`config.mk`:
```
export PLATFORM = sky130hd
export DESIGN_NAME = phy_dpx_coltest
export DESIGN_NICKNAME = d
export VERILOG_FILES = /design/src/rtl/phy_dpx_coltest.sv
export SDC_FILE = /design/constraint.sdc
export NUM_CORES = 1
export LEC_CHECK = 0
export ABC_AREA = 0
export CAP_MARGIN = 5
export CORE_AREA = 5 5 42 44
export CTS_BUF_LIST = sky130_fd_sc_hd__clkbuf_2
export CTS_CLUSTER_SIZE = 12
export DETAILED_ROUTE_END_ITERATION = 10
export DIE_AREA = 0 0 47 49
export DONT_BUFFER_PORTS = 1
export PLACE_DENSITY = 0.48
export SLEW_MARGIN = 5
export SYNTH_ARGS = -nofsm -noshare
export SYNTH_HDL_FRONTEND = slang
export SYNTH_SLANG_ARGS = --single-unit
```
`constraint.sdc`:
```
create_clock -name clk -period 1.8 [get_ports clk]
set_input_delay 0.36 -clock clk [delete_from_list [all_inputs] [get_ports clk]]
set_output_delay 0.36 -clock clk [all_outputs]
set_load 0.02 [all_outputs]
```
`src/rtl/phy_dpx_coltest.sv`:
```
module phy_dpx_coltest #(
  parameter int COL_DELAY = 2,
  parameter int CTL_W     = 9
) (
  input  logic             clk,
  input  logic             rst_n,
  input  logic             bit_tick,
  input  logic             sw_mode,
  input  logic             dpx_pin,
  input  logic             an_enable,
  input  logic             an_full,
  input  logic             loopback,
  input  logic             link_up,
  input  logic             txen,
  input  logic             ctl_wr,
  input  logic [CTL_W-1:0] ctl_wdata,
  output logic [CTL_W-1:0] ctl_rdata,
  output logic             dpx_full,
  output logic             dpx_status,
  output logic             col
);
  localparam int DPX_POS = CTL_W - 1;
  localparam int CT_POS  = CTL_W - 2;
  localparam int RSV_W   = CTL_W - 2;

  logic                 dpx_bit_q, coltest_q, dpx_q, stat_q;
  logic [COL_DELAY-1:0] hist_q;
  logic                 dpx_next;

  always_comb begin
    if (!sw_mode)       dpx_next = dpx_pin;
    else if (an_enable) dpx_next = an_full;
    else if (loopback)  dpx_next = 1'b1;
    else                dpx_next = dpx_bit_q;
  end

  always_ff @(posedge clk or negedge rst_n) begin
    if (!rst_n) begin
      dpx_bit_q <= 1'b0;
      coltest_q <= 1'b0;
      dpx_q     <= 1'b0;
      stat_q    <= 1'b0;
      hist_q    <= '0;
    end else begin
      dpx_q  <= dpx_next;
      stat_q <= dpx_next & link_up;
      if (!coltest_q)    hist_q <= '0;
      else if (bit_tick) hist_q <= (hist_q << 1) | COL_DELAY'(txen);
      if (ctl_wr) begin
        dpx_bit_q <= ctl_wdata[DPX_POS];
        coltest_q <= ctl_wdata[CT_POS];
      end
    end
  end

  assign ctl_rdata  = {dpx_bit_q, coltest_q, {RSV_W{1'b0}}};
  assign dpx_full   = dpx_q;
  assign dpx_status = stat_q;
  assign col        = coltest_q & hist_q[COL_DELAY-1];
endmodule


```
==> reports/summary.txt, run 1 <==
Total power: 300.1 µW
Leak pwr: 0.0001697 µW
CTS root buf: clkbuf_2
Max FO, Critical Path: 5
I/O pin total: 32
DRT iter0 DRCs: 0
Outcome: finished clean
Pwr Density: 862.8 nW/µm²
Nets: 54
Most frequent cells in the layout: conb_1, dfrtp_1, clkbuf_2
Fmax: 724.4 MHz
# port buffers: 0
Synth top area cells: dfrtp_1, buf_4, mux2_2
CTS tree: yes
#FFs+latches synth: 6
Number of setup buffers added after CTS: 0
Worst EP arrival: 1.02 ns
Slowest-stage cell, CP: dfrtp_1
Max-cap viol count: 0
Post-route insts no fill: 48
Synth area leader: dfrtp_1
# rows: 14
Mapped Cells: 31
Placed Cells: 44
Pre-antenna DRT Iters: 1
Critical path launch point type: flip-flop
Critical Path Sink Type: output pin
Hold WC Path Type: in2reg
Critical Path, Cell by Cell: and2_1
CP max stage delay: 0.50 ns
Bufs and invs on worst path: 0
DR vias/cell: 4.021
Final count of negative-setup-slack endpoints: 0
Placer Congestion: 0.6893
Total congestion overflow: 0
Die width: 47 µm
Mapped Area: 347.8 µm²
Fin. Hold Viols: 0
H-tree Lvls: 1
Final slew viol count: 0
WL/cell: 13.85 µm
Starting Density: 0.2482
CP top delay family: flip-flops
GRT Total Usage: 0.07158
Antenna cell count: 0
Maximum VDD drop: 0.0002560 V
Drc violations: 0
Area Growth Syn to Fin: 0%
Post-synthesis sequential area ratio: 0.4317
Antenna violations before repair: 0
Area share of the leading cell type in the synthesized netlist: 0.4317
Antenna Nets Post-Route: 0
Most common cell after layout, fill and taps aside: conb_1
Clock buffer count from CTS: 3
Die ar.: 2303 µm²
CTS Hold Bufs: 1
Die H: 49 µm
Minimum clock period: 1.380 ns
Synth Warn #: 0
Crit Path Category: reg2out
Post-synthesis area per instance: 11.22 µm²
Vias in the first global route: 268
Proportion of layout cells with a drive suffix above 1: 0.2500
Post-CTS sizing: 0
Maximum clock path buffer count: 2
TNS Setup: 0 ns
Skew-Pair Late Insertion Delay: 0.22 ns
Tcrit/Tclk final: 0.7669
First-pass GRT wire length: 1090 µm
Detailed Place HPWL: 575.1 µm
Worst Clk Skew: 0.00006517 ns
WL final: 665 µm
Clk sink count: 6
Worst Path Required: 1.44 ns
Worst-path clk slew: 0.06 ns
RSZ-0062 raised after global routing: false
Fillers: 159
Largest net degree at the start of global routing: 7
Post-Route Utilization: 0.2482
CORE AREA: 1401 µm²
Via count: 193
Yosys cell types: 14
==> cell usage after synthesis <==
cell type  count
o32ai_2        1
o31ai_1        1
nor2b_4        1
mux2i_1        2
nand2_1        1
nor2b_1        2
buf_4          9
conb_1         1
and2_1         1
nand2b_1       1
nor3_2         1
dfrtp_1        6
mux2_2         2
inv_1          2
==> path summary, 6_finish.rpt <==
check,startpoint,to,slack (ns),cells past startpoint
worst max-delay path,coltest_q,col,0.42,1
worst min register to register,hist_q[0],hist_q[0],0.55,2
min in group asynchronous,rst_n,hist_q[0],0.44,1
max in group asynchronous,rst_n,dpx_status,1.14,1
worst max register to register,dpx_bit_q,dpx_status,0.82,2
worst min-delay path,sw_mode,dpx_full,0.27,2
==> per-layer routing <==
metal / GRT usage / up-vias / wire, µm / share of wire
met1: 0.04709 / 91 / 193 / 0.29
met2: 0.1154 / 16 / 357 / 0.54
met5: 0 / - / 0 / 0
li1: - / 86 / - / -
met4: 0.04147 / 0 / 0 / 0
met3: 0.07380 / 0 / 114 / 0.17
==> area by class of cell <==
type | instances | area, µm² | area share
Timing Repair Buffer | 1 | 10.01 | 0.02878
Tap cell | 16 | 20.02 | 0.05755
Sequential cell | 6 | 150.1 | 0.4317
Multi-Input combinational cell | 20 | 145.1 | 0.4173
Clock buffer | 3 | 15.01 | 0.04317
Inverter | 2 | 7.507 | 0.02158
==> registers in the layout, summed over array words and instances (netlist names) <==
name	flops
coltest_q	1
dpx_bit_q	1
dpx_full	1
dpx_status	1
hist_q	2
==> kinds of logic after synthesis <==
logic type             after synthesis  synth area share
AND/OR/NAND/NOR                      7            0.1511
other                                1           0.01078
AO/OA/AOI/OAI                        2           0.06837
multiplexers                         4            0.1223
flip-flops                           6            0.4316
buffers and inverters               11            0.2158
==> through the flow <==
step           setup slack, ns  area (µm²)  hold slack, ns
3_3_place_gp            0.6739       322.8         0.06457
2_1_floorplan           0.8553       370.4         0.06441
3_5_place_dp            0.6559       322.8         0.06460
5_1_grt                 0.3727       347.8          0.2763
4_1_cts                 0.3885       347.8          0.2498
6_report                0.4196       347.8          0.2675
==> power by group <==
part / internal, µW / leakage (µW) / total, µW / switching, µW
Combinational: 16.5 / 0.0000823 / 40.9 / 24.4
Sequential: 146 / 0.0000750 / 165 / 19.2
Clock: 45.1 / 0.0000125 / 94.1 / 49.0
Note: power is estimated with default switching activity, not from simulation.
==> run 2, diff against run 1 <==
Settings changed: PLACE_DENSITY 0.48 to 0.5.
Clock period 1.8 ns to 1.2 ns, I/O delays scaled along.
==> reports/summary.txt, run 2 (synthesis results as in run 1) <==
Area Growth Syn to Fin: 2.158%
CP top delay family: flip-flops
H-tree Lvls: 1
I/O pin total: 32
Crit Path Category: reg2out
Total congestion overflow: 0
Worst reg2reg path startpoint: dpx_bit_q
RSZ-0062 raised after global routing: false
Worst EP arrival: 0.82 ns
Maximum clock path buffer count: 2
Antenna violations before repair: 0
Skew-Pair Late Insertion Delay: 0.21 ns
Total power: 448.2 µW
Vias in the first global route: 245
Critical path launch point type: flip-flop
Hold Path Sink: dpx_full
# port buffers: 0
First-pass GRT wire length: 986 µm
Pwr Density: 1261 nW/µm²
CORE AREA: 1401 µm²
FF/Latch Area: 150.1 µm²
Met3 Use GR: 0.04797
Bufs and invs on worst path: 0
Die H: 49 µm
Minimum clock period: 1.057 ns
Max FFs per register: 2
Clock buffer count from CTS: 3
WL final: 619 µm
Hold path cells: 2
Hold WC Path Type: in2reg
Maximum VDD drop: 0.0004100 V
Most common cell after layout, fill and taps aside: conb_1
Antenna Nets Post-Route: 0
# rows: 14
Worst Clk Skew: 0.002895 ns
Max-cap viol count: 0
Starting Density: 0.2482
CTS root buf: clkbuf_2
DRT iter0 DRCs: 0
Clk sink count: 6
Slowest-stage cell, CP: dfrtp_1
Outcome: finished clean
Worst-path clk slew: 0.06 ns
Die ar.: 2303 µm²
R2R cell count: 2
TNS Setup: 0 ns
Tcrit/Tclk final: 0.8811
CP max stage delay: 0.36 ns
CTS tree: yes
Worst Path Required: 0.96 ns
Leak pwr: 0.0001745 µW
Hold wc startpoint: sw_mode
Final count of negative-setup-slack endpoints: 0
Fillers: 169
Critical Path Sink Type: output pin
WL/cell: 12.63 µm
GRT Total Usage: 0.06506
Placer Congestion: 0.6885
Fin. Hold Viols: 0
Fmax: 945.8 MHz
Most frequent cells in the layout: conb_1, dfrtp_1, clkbuf_2
Die width: 47 µm
Antenna cell count: 0
Met1 Usage GRT: 0.04900
Final slew viol count: 0
R2r setup slk: 0.23 ns
GRT Max-Usage Layer: met2
Via count: 196
Pre-antenna DRT Iters: 1
Largest net degree at the start of global routing: 7
Largest register by flop count: hist_q
DR vias/cell: 4.000
Max FO, Critical Path: 4
Nets: 55
M2 GR Usage: 0.1018
Number of setup buffers added after CTS: 0
Multi-input logic area: 145.1 µm²
Drc violations: 0
Proportion of layout cells with a drive suffix above 1: 0.2727
Critical Path, Cell by Cell: and2_1
R2R Path End: dpx_status
-- run 2: cell types whose count changed in the layout (fill, tap and decap cells not counted), sizes merged --
cell / previous run / this run
buf: 0 / 1
-- run 2: report_power, final --
group	total, µW	internal, µW	switching [µW]	leakage (µW)
clock	135	67.8	67.5	0.0000125
sequential	242	219	22.9	0.0000750
combinational	71.1	28.8	42.2	0.0000871
total	448	316	133	0.000175
-- run 2: layer usage --
layer	vias to the layer above	routed length, µm
met4	0	0
met3	0	113
met5	-	0
met1	93	177
li1	89	-
met2	14	329
-- run 2: layout make-up --
class | instances | share of cell area
Timing Repair Buffer | 2 | 0.04930
Multi-Input combinational cell | 20 | 0.4084
Tap cell | 16 | 0.05634
Sequential cell | 6 | 0.4225
Inverter | 2 | 0.02113
Clock buffer | 3 | 0.04225
-- run 2: metrics by stage --
step,hold slack [ns],util,cells,area [µm²],worst slack (ns)
after global routing,0.1546,0.2536,49,355.3,0.06325
after global placement,-0.05540,0.2357,45,330.3,0.2448
after CTS,0.1517,0.2536,49,355.3,0.1250
after floorplan,-0.05559,-,37,370.4,0.3753
after detailed placement,-0.05540,0.2357,45,330.3,0.2185
final,0.1618,0.2536,49,355.3,0.1427
-- run 2: what timing repair did --
action | in CTS | in global routing
endpoints found under the hold margin | 6 | 0
hold buffers | 1 | 0
gates resized for setup | 0 | 0
-- run 2: worst max-delay path by stage --
stage	start	endpoint	slack (ns)	cells after the start
after floorplan	coltest_q	col	0.38	1
after global placement	dpx_bit_q	dpx_status	0.24	2
after detailed placement	dpx_bit_q	dpx_status	0.22	2
after CTS	coltest_q	col	0.13	1
after global routing	coltest_q	col	0.06	1
final	coltest_q	col	0.14	1
==> run 3, diff against run 2 <==
Settings changed: ABC_AREA 0 to 1, PLACE_DENSITY 0.5 to 0.48.
==> reports/summary.txt, run 3 <==
Outcome: finished clean
Antenna violations before repair: 0
Final slew viol count: 0
RSZ-0062 raised after global routing: false
Post-CTS sizing: 0
Vias in the first global route: 262
Largest register by flop count: hist_q
Clk sink count: 6
Proportion of layout cells with a drive suffix above 1: 0.1860
Synth async-reset ratio: 1.000
Leak pwr: 0.0001923 µW
Post-synthesis area per instance: 8.258 µm²
Compound-gate portion of the synthesized area: 0.1288
Total congestion overflow: 0
# rows: 14
Worst-path clk slew: 0.06 ns
Starting Density: 0.2357
Maximum VDD drop: 0.0003442 V
DR vias/cell: 3.729
Max FO, Critical Path: 3
Die ar.: 2303 µm²
Antenna cell count: 0
Drc violations: 0
Fin. Hold Viols: 0
Number of synthesized flops with an enable pin: 0
Mux contribution to synthesized area: 0
Mapped Area: 330.3 µm²
Crit Path Category: reg2out
Synth Area in XOR/XNOR: 0
Slowest-stage cell, CP: dfrtp_1
Max FFs per register: 2
Worst Path Required: 0.96 ns
Area Growth Syn to Fin: 4.545%
Die width: 47 µm
Nets: 65
GRT Total Usage: 0.06303
CP max stage delay: 0.36 ns
CP top delay family: flip-flops
First-pass GRT wire length: 945 µm
Clock buffer count from CTS: 3
Synth area leader: dfrtp_1
Synth top area cells: dfrtp_1, buf_4, inv_1
I/O pin total: 32
H-tree Lvls: 1
Final count of negative-setup-slack endpoints: 0
Post-Synth Simple-Gate Area: 0.1212
Critical Path, Cell by Cell: nand2_1 > inv_1
Critical Path Sink Type: output pin
Largest family of logic cells by synthesized area: buffers and inverters
Yosys cell types: 10
Maximum clock path buffer count: 2
Fmax: 983.5 MHz
Critical path launch point type: flip-flop
WL final: 595 µm
TNS Setup: 0 ns
Mapped Cells: 40
CTS tree: yes
CTS root buf: clkbuf_2
Total power: 441.9 µW
Pre-antenna DRT Iters: 1
Largest net degree at the start of global routing: 7
Prevailing post-synth register cell: dfrtp_1
Most frequent cells in the layout: inv_1, conb_1, nand2_1, dfrtp_1
Worst Clk Skew: 0.0001237 ns
DRT iter0 DRCs: 0
Die H: 49 µm
WL/cell: 10.08 µm
# port buffers: 0
Via count: 220
Skew-Pair Late Insertion Delay: 0.21 ns
Area share of the leading cell type in the synthesized netlist: 0.4545
Tcrit/Tclk final: 0.8473
#FFs+latches synth: 6
Placer Congestion: 0.5917
Minimum clock period: 1.017 ns
Synthesized-area fraction occupied by adder cells: 0
Post-synthesis sequential area ratio: 0.4545
Pwr Density: 1280 nW/µm²
Top cells by count, synth: buf_4, inv_1, dfrtp_1, nand2_1
Antenna Nets Post-Route: 0
Top-count cell post-synth: buf_4
Synth Warn #: 0
Worst EP arrival: 0.78 ns
Hold WC Path Type: in2reg
Max-cap viol count: 0
Bufs and invs on worst path: 1
CORE AREA: 1401 µm²
## run 3: cell count changes in the layout (fill, tap and decap cells not counted), sizes merged, moves of 3 or more
cell	delta
nor2	+3
o21ai	+3
inv	+5
a21oi	+4
nand2	+6
nor2b	-3
## run 3: per-layer routing
metal	global-route usage	wire length, µm
met3	0.04428	64
met1	0.04922	240
met4	0.05530	0
met5	0	0
met2	0.09729	290
## run 3: metrics by stage
step	hold WS (ns)	utilization	cell area [µm²]	cells	setup slack [ns]
after floorplan	-0.05559	-	352.8	46	0.4228
after global placement	-0.05540	0.2286	320.3	55	0.4089
after detailed placement	-0.05538	0.2286	320.3	55	0.3966
after CTS	0.09116	0.2464	345.3	59	0.1500
after global routing	0.09005	0.2464	345.3	59	0.09940
final	0.1078	0.2464	345.3	59	0.1832
## run 3: worst reg2reg max path, cell delays in order, from the launching register on
cell     delay (ns)
dfrtp_1        0.39
buf_4          0.17
o21ai_0        0.07
a21oi_1        0.06
## run 3: logic make-up after synthesis
group           after synthesis
flops                         6
other cells                   1
compound gates                7
buf+inv                      16
simple gates                 10
## run 3: final timing paths
| path | from | slack, ns | to | cells after the start |
|---|---|---|---|---|
| hold reg to reg | hist_q[0] | 0.52 | hist_q[1] | 2 |
| max in group asynchronous | rst_n | 0.65 | dpx_bit_q | 1 |
| setup / recovery | coltest_q | 0.18 | col | 2 |
| setup reg to reg | coltest_q | 0.40 | hist_q[1] | 3 |
| hold / removal | bit_tick | 0.11 | hist_q[1] | 1 |
| min in group asynchronous | rst_n | 0.34 | hist_q[0] | 1 |
## run 3: timing repair
action                    in CTS  in global routing
hold buffers                   1                  0
setup buffers                  0                  0
hold endpoints to repair       6                  0
## run 3: layout make-up
cell class / instances / area [µm²]
clock buffers: 3 / 15.01
fillers: 174 / 1056
inverters: 7 / 26.28
multi-input cells: 24 / 108.9
flip-flops and latches: 6 / 150.1
well taps: 16 / 20.02
repair buffers: 3 / 25.02
## run 3: power by group
part	leakage (µW)	switching, µW	internal, µW
combinational	0.000104	53.1	21.8
clock	0.0000125	66.7	67.7
sequential	0.0000758	14.7	218
